$ cat src/rtl/dsp_seq.sv
module dsp_seq #(
  parameter int AW = 10
) (
  input  logic          clk,
  input  logic          rst_n,
  input  logic          start,
  input  logic [15:0]   instr,
  input  logic [15:0]   acc_hi,
  input  logic          f_zero,
  input  logic          f_neg,
  input  logic          f_carry,
  input  logic          f_over,
  input  logic          f_exact,
  output logic [AW-1:0] pc,
  output logic [AW-1:0] next_pc,
  output logic [AW-1:0] ret_pc,
  output logic          done,
  output logic [5:0]    reg_base,
  output logic [2:0]    reg_map,
  output logic [4:0]    op_mask
);

  logic [4:0]    cc;
  logic          cc_hit;
  logic          no_ov;
  logic [AW-1:0] pc_inc;
  logic          ld_base, ld_map, ld_mask, ld_ret, halt;

  assign cc     = instr[14:10];
  assign no_ov  = f_neg ^ f_over;
  assign pc_inc = pc + 1'b1;

  always_comb begin
    logic upper;
    case (cc[2:1])
      2'd0:    upper = no_ov;
      2'd1:    upper = no_ov | f_zero;
      2'd2:    upper = f_carry & ~f_zero;
      default: upper = f_exact;
    endcase
    case (cc)
      5'h09:   cc_hit = f_over;
      5'h0A:   cc_hit = f_neg;
      5'h0B:   cc_hit = f_neg & f_over;
      5'h0D:   cc_hit = f_zero;
      5'h0E:   cc_hit = f_carry;
      5'h0F:   cc_hit = f_carry & f_zero;
      5'h11:   cc_hit = ~f_over;
      5'h12:   cc_hit = ~f_neg;
      5'h13:   cc_hit = ~f_neg & ~f_over;
      5'h15:   cc_hit = ~f_zero;
      5'h16:   cc_hit = ~f_carry;
      5'h17:   cc_hit = ~f_carry & ~f_zero;
      default: cc_hit = cc[4] & cc[3] & (upper ^ cc[0]);
    endcase
  end

  always_comb begin
    next_pc = pc_inc;
    ld_base = 1'b0;
    ld_map  = 1'b0;
    ld_mask = 1'b0;
    ld_ret  = 1'b0;
    halt    = 1'b0;
    if (done) begin
      next_pc = pc;
    end else if (instr[15]) begin
      if (instr[14:13] != 2'b00) begin
        if (cc_hit) next_pc = instr[AW-1:0];
      end else begin
        case (instr[12:10])
          3'b000: begin
            case (instr[9:7])
              3'd1: next_pc = acc_hi[AW-1:0];
              3'd2: ld_base = 1'b1;
              3'd3: ld_map  = 1'b1;
              3'd4: next_pc = ret_pc;
              3'd5: ld_mask = 1'b1;
              3'd7: begin halt = 1'b1; next_pc = pc; end
              default: ;
            endcase
          end
          3'b001, 3'b011: next_pc = instr[AW-1:0];
          3'b010: begin ld_ret = 1'b1; next_pc = instr[AW-1:0]; end
          default: ;
        endcase
      end
    end
  end

  always_ff @(posedge clk or negedge rst_n) begin
    if (!rst_n) begin
      pc       <= '0;
      ret_pc   <= '0;
      done     <= 1'b0;
      reg_base <= '0;
      reg_map  <= '0;
      op_mask  <= '0;
    end else if (start) begin
      pc       <= '0;
      ret_pc   <= '0;
      done     <= 1'b0;
      reg_base <= '0;
      reg_map  <= '0;
      op_mask  <= '0;
    end else begin
      pc <= next_pc;
      if (ld_ret)  ret_pc   <= pc_inc;
      if (halt)    done     <= 1'b1;
      if (ld_base) reg_base <= instr[5:0];
      if (ld_map)  reg_map  <= instr[2:0];
      if (ld_mask) op_mask  <= instr[4:0];
    end
  end

endmodule


$ cat config.mk
export PLATFORM = sky130hd
export DESIGN_NAME = dsp_seq
export DESIGN_NICKNAME = d
export VERILOG_FILES = /design/src/rtl/dsp_seq.sv
export SDC_FILE = /design/constraint.sdc
export NUM_CORES = 1
export LEC_CHECK = 0
export BUFFER_PORTS_ARGS = -buffer_cell sky130_fd_sc_hd__buf_2
export CAP_MARGIN = 30
export CORE_MARGIN = 2
export CORE_UTILIZATION = 48
export DETAILED_ROUTE_END_ITERATION = 7
export PLACE_DENSITY = 0.78
export SYNTH_ARGS = -nofsm -noshare
export SYNTH_HDL_FRONTEND = slang
export SYNTH_SLANG_ARGS = --single-unit
$ cat constraint.sdc
create_clock -name clk -period 1.9 [get_ports clk]
set_input_delay 0.095 -clock clk [delete_from_list [all_inputs] [get_ports clk]]
set_output_delay 0.095 -clock clk [all_outputs]
set_load 0.01 [all_outputs]
Yosys cells after proc, flatten, opt, wreduce, memory -nomap -nowiden
Cells that the tools add are included.

Register bits after elaboration: 35. Bits of input ports: 40. Output and inout bits: 45. Word-level logic and storage cells: 96.

Add/subtract/negate cells: 1. Equality and inequality tests: 23. Muxes and demuxes: 43. Bitwise logic cells: 14. Reduce and logical (&&, ||, !) cells: 9.

Operator list (count): $mux 10 (7); $eq 5x4->1 const B (6); $eq 5x5->1 const B (6); $pmux 10 s3 (1); $mux 1 (26); $pmux 10 s2 (1); $eq 3x2->1 const B (4); $mux 6 (2); $pmux 1 s12 (1); $reduce_bool 2->1 (6); $add 10x1->10 const B (1); $mux 5 (2); $eq 3x3->1 const B (3); $and 1x1->1 (7); $eq 3x1->1 const B (2); $mux 3 (2); $not 1->1 (4); $logic_not 3->1 (1); $pmux 1 s3 (1); $reduce_or 3->1 (1); $eq 2x1->1 const B (1); $eq 2x2->1 const B (1); $logic_not 2->1 (1); $xor 1x1->1 (2); $or 1x1->1 (1).

Logic depth before layout (Yosys ltp)
Depth in word-level cells: 11. Gate-level depth with buffers: 10. Depth with buffers taken out: 9.

Least setup slack after synthesis
Ideal clock, no wire load.

Path kind: reg2out. From: register pc[0]. To: output next_pc[8]. Data arrival time: 1.894 ns. Required time: 1.805 ns. Slack: -0.089 ns. Stages on the path, launching flop included: 9. Buffers on the path: 0. Cell sequence: dfrtp_1 > ha_1 > and2_1 > nand4_1 > xnor2_1 > o22a_1 > a211oi_1 > a21oi_1 > o21ai_0.

Word-level cells in the longest chain between the ends: 6. Elaborated cells on any way between the ends: 7. Classes of those cells: add/sub (1); mux (6).

RTL lines: start, declared (RTL line 14) `output logic [AW-1:0] pc,`; start signal, assigned (RTL line 107) `pc <= next_pc;`; $add 10x1->10 (*) (RTL line 31) `assign pc_inc = pc + 1'b1;`; $pmux 10 s3 (RTL line 73) `case (instr[9:7])`; $pmux 10 s2 (RTL line 71) `case (instr[12:10])`; $mux 10 (RTL line 68) `if (instr[14:13] != 2'b00) begin`; $mux 10 (*) (RTL line 67) `end else if (instr[15]) begin`; $mux 10 (*) (RTL line 65) `if (done) begin`; end, declared (RTL line 15) `output logic [AW-1:0] next_pc,`.

Mark *: on every way between the ends. The rest lies on a longest branch, timed or not.

Worst setup path in the final report
Same ends and word-level chain as after synthesis.

==> run_results.csv <==
group,metric,value,unit
placed_design,gp_congestion,0.9646,
final_layout,drive_gt1_share,58.41,%
routing,vias_per_cell,6.470,
timing,grt_setup_unrepaired,"true",
critical_path,crit_chain,"ha_4, and2_4, nand4_1, xnor2_2, o22a_1, a211oi_2, a21oi_2, o21ai_1, buf_2",
final_layout,diodes,0,
final_layout,seqCellArea,880.8,sq um
power_and_ir_drop,seq_power_share,30.6,%
global_routing,grt_pass1_wl,17610,um
timing,fin_ws,-0.4753,ns
timing,setup_violations,16,
logic_synthesis,synthesis.nets,390,
floorplan,dieArea,0.006806,sq mm
clock_network,clk_path_buf_depth,2,
floorplan,die_h,82.50,um
clock_network,cts_sinks,35,
global_routing,antenna_found_initial,0,
run_status,status,"complete, but fails checks",
clock_network,tritoncts,"built",
final_layout,final_area,0.004892,sq mm
logic_synthesis,synth_area,0.002958,sq mm
floorplan,fp.dieW,82.50,um
placed_design,portBuffers,78,
logic_synthesis,synth_ff_type,"dfrtp_1",
clock_network,numCtsBuffers,5,
timing,fin_crit,2.375,ns
logic_synthesis,yosysUniqueCellTypes,72,
final_layout,syn_to_final_growth,65.40,%
timing,tightest_slew,0.8503,ns
logic_synthesis,ys_seq_area_share,29.61,%
logic_synthesis,ys_async_sr_fraction,100.0,%
placed_design,hpwlAfterDp,7721,um
power_and_ir_drop,p_comb_share,45.7,%
global_routing,overflow,0,
routing,avgRoutedWirePerCell,21.47,um
power_and_ir_drop,leakage,2.253,nW
floorplan,start_util,49.66,%
critical_path,worstPathMaxFanout,4,
critical_path,critPathCaptureType,"output pin",
critical_path,cp.arrival,2.28,ns
logic_synthesis,syn_inst,347,
timing,timing.slew.headroom,43.31,%
critical_path,crit_type,"register to output pin",
logic_synthesis,synth_compound_area_share,28.09,%
logic_synthesis,synth-seq-cells,35,
power_and_ir_drop,p_clk_share,23.7,%
final_layout,n_fill_cell,332,
clock_network,cts_root_buf,"clkbuf_8",
logic_synthesis,synth_warnings,0,
floorplan,coreArea,0.005956,sq mm
hold_path,hold_path.class,"input pin to register",
routing,drt_iter0_drc,509,
routing,drt_drc_violations_left,0,
critical_path,slowest_delay,0.43,ns
logic_synthesis,synth_top_family_by_area,"compound AO/OA/AOI/OAI gates",
logic_synthesis,synth-simple-area-share,24.75,%
timing,hold_slack,0.09332,ns
power_and_ir_drop,sw_frac_of_total,36.91,%
run_status,violations,"setup timing",
timing,hold_viol,0,
routing,routed_wirelength,12970,um
final_layout,multiInputGateArea,0.002365,sq mm
timing,fmax,421.0,MHz
clock_network,ctsHtreeMaxLevel,2,
power_and_ir_drop,p_per_area,544.1,mW/mm^2
clock_network,clk_pin_slew,0.07,ns
placed_design,place_area,0.003974,sq mm
logic_synthesis,avgSynthCellArea,8.524,sq um
power_and_ir_drop,internal_power,1.680,mW
final_layout,fin_cells,604,
routing,vias,3908,
logic_synthesis,synth_fa_ha_area_share,1.269,%
timing,fin_skew,0.01383,ns
global_routing,grt_use_total,34.99,%
critical_path,cp-start-kind,"register",
timing,drv_slew,0,
power_and_ir_drop,power_switching,982.5,uW
floorplan,rows,28,
logic_synthesis,synth-xor-area-share,2.961,%
logic_synthesis,synth.area.mux_share,6.980,%
logic_synthesis,synth-edff-count,0,
critical_path,crit_family,"compound AO/OA/AOI/OAI gates",
clock_network,clock_latency,0.31,ns
timing,finalCritPeriodShare,125.0,%
routing,final_antenna_net_count,0,
run,drv_cap,0,
floorplan,ioPinCount,85,
power_and_ir_drop,peakVddDrop,0.4752,mV
placed_design,placedCellCount,558,
critical_path,cp.buffers_inverters,1,
placed_design,preCtsSetupSlack,-0.2686,ns
global_routing,grt_pass1_vias,3513,
critical_path,cp_slowest_cell,"dfrtp_2",
routing,drt_pass1_iterations,7,
global_routing,grt_max_degree,36,
final_layout,nets,571,
critical_path,crit_required,1.80,ns
-- power by group through the flow --
stage	Sequential, mW	Clock, mW	Combinational, mW
CTS	0.807	0.634	1.04
floorplan	0.827	0	0.420
detailed placement	0.814	0	0.826
global route	0.815	0.658	1.28
global placement	0.814	0	0.811
finish	0.814	0.632	1.22
-- final timing paths --
path | from | end | slack (ns) | cells after the start
max in group asynchronous | rst_n | pc[0] | 0.86 | 2
min in group asynchronous | rst_n | ret_pc[2] | 0.42 | 2
hold / removal | instr[3] | op_mask[3] | 0.09 | 3
hold reg to reg | op_mask[2] | op_mask[2] | 0.52 | 2
setup reg to reg | pc[0] | pc[0] | -0.24 | 11
setup / recovery | pc[0] | next_pc[8] | -0.48 | 9
-- state kept, by name, summed over array words and instances, names as in the netlist --
| signal | flops |
|---|---|
| op_mask | 5 |
| done | 1 |
| pc | 10 |
| reg_map | 3 |
| ret_pc | 10 |
| reg_base | 6 |
-- final cells by class --
class	instances	share of cell area, %
multi-input cells	271	48.34
repair buffers	202	28.54
flip-flops and latches	35	18.01
clock buffers	8	2.046
well taps	75	1.918
inverters	13	1.151
-- routing by layer --
layer | track usage (%) | up-vias | wire length [um]
met5 | 0 | - | 0
li1 | - | 1652 | -
met2 | 58.95 | 320 | 6063
met4 | 15.57 | 0 | 831
met3 | 6.630 | 102 | 1375
met1 | 43.48 | 1834 | 4698
-- placed cells by master (no fill, tap or decap), types with 5 or more instances in the layout --
master	count
a211oi_1	5
a211oi_2	7
a21oi_1	14
a21oi_2	8
a22oi_1	5
a31oi_1	8
buf_2	74
buf_4	115
buf_6	10
clkbuf_8	7
dfrtp_1	31
inv_1	7
mux2i_1	18
nand2_1	24
nand3_1	7
nor2_1	39
nor2_2	5
nor2b_1	5
o21ai_0	8
o22ai_2	5
-- per-stage QoR --
step	util, %	power [mW]	setup TNS, ns
2_1_floorplan	-	1.247	-0.01269
3_3_place_gp	66.72	1.624	-1.962
3_5_place_dp	66.72	1.641	-3.257
4_1_cts	76.89	2.482	-2.588
5_1_grt	82.14	2.750	-5.545
6_report	82.14	2.662	-4.172
-- synth_stat cells (3+ instances only) --
library cell / n / share of area (%)
nor4bb_1: 4 / 1.4
buf_2: 6 / 1.0
clkbuf_1: 17 / 2.2
a211oi_1: 10 / 2.5
nand2b_1: 5 / 1.1
and2_1: 3 / 0.63
xor2_1: 4 / 1.2
a31oi_1: 9 / 1.9
nor2_1: 42 / 5.3
nor2b_1: 5 / 1.1
buf_6: 3 / 1.1
nand3_1: 12 / 2.0
o221ai_1: 5 / 1.5
dfrtp_1: 35 / 30
a22oi_1: 6 / 1.5
or3_1: 4 / 0.85
a21oi_1: 23 / 3.9
o22ai_1: 5 / 1.1
mux2i_1: 18 / 6.1
inv_1: 12 / 1.5
xnor2_1: 6 / 1.8
o21ai_0: 15 / 2.5
nand4_1: 3 / 0.63
nor3_1: 6 / 1.0
nand2_1: 25 / 3.2
and3_1: 3 / 0.63
ha_1: 3 / 1.3
a211oi_2: 3 / 1.3
-- cells by family (layout without fill, tap and decap cells) --
family,Yosys count,in the layout
compound gates,107,107
xor+xnor,10,10
fa+ha+maj,3,3
buf+inv,41,223
flops,35,35
mux,20,20
simple gates,131,131
-- worst reg2reg max path: cells and delay by family, from the launching register on --
family          cells  cell delay, ns
flops               1            0.43
buf+inv             5            0.53
compound gates      5            0.79
mux                 1            0.25
-- timing repair --
action | CTS | global route
hold buffers | 1 | 0
buffers inserted | 27 | 17
pin swaps | 33 | 34
gates resized for setup | 63 | 48
endpoints found under the setup margin | 17 | 25
hold endpoints to repair | 35 | 0
Power figures use the tool's default switching activity.
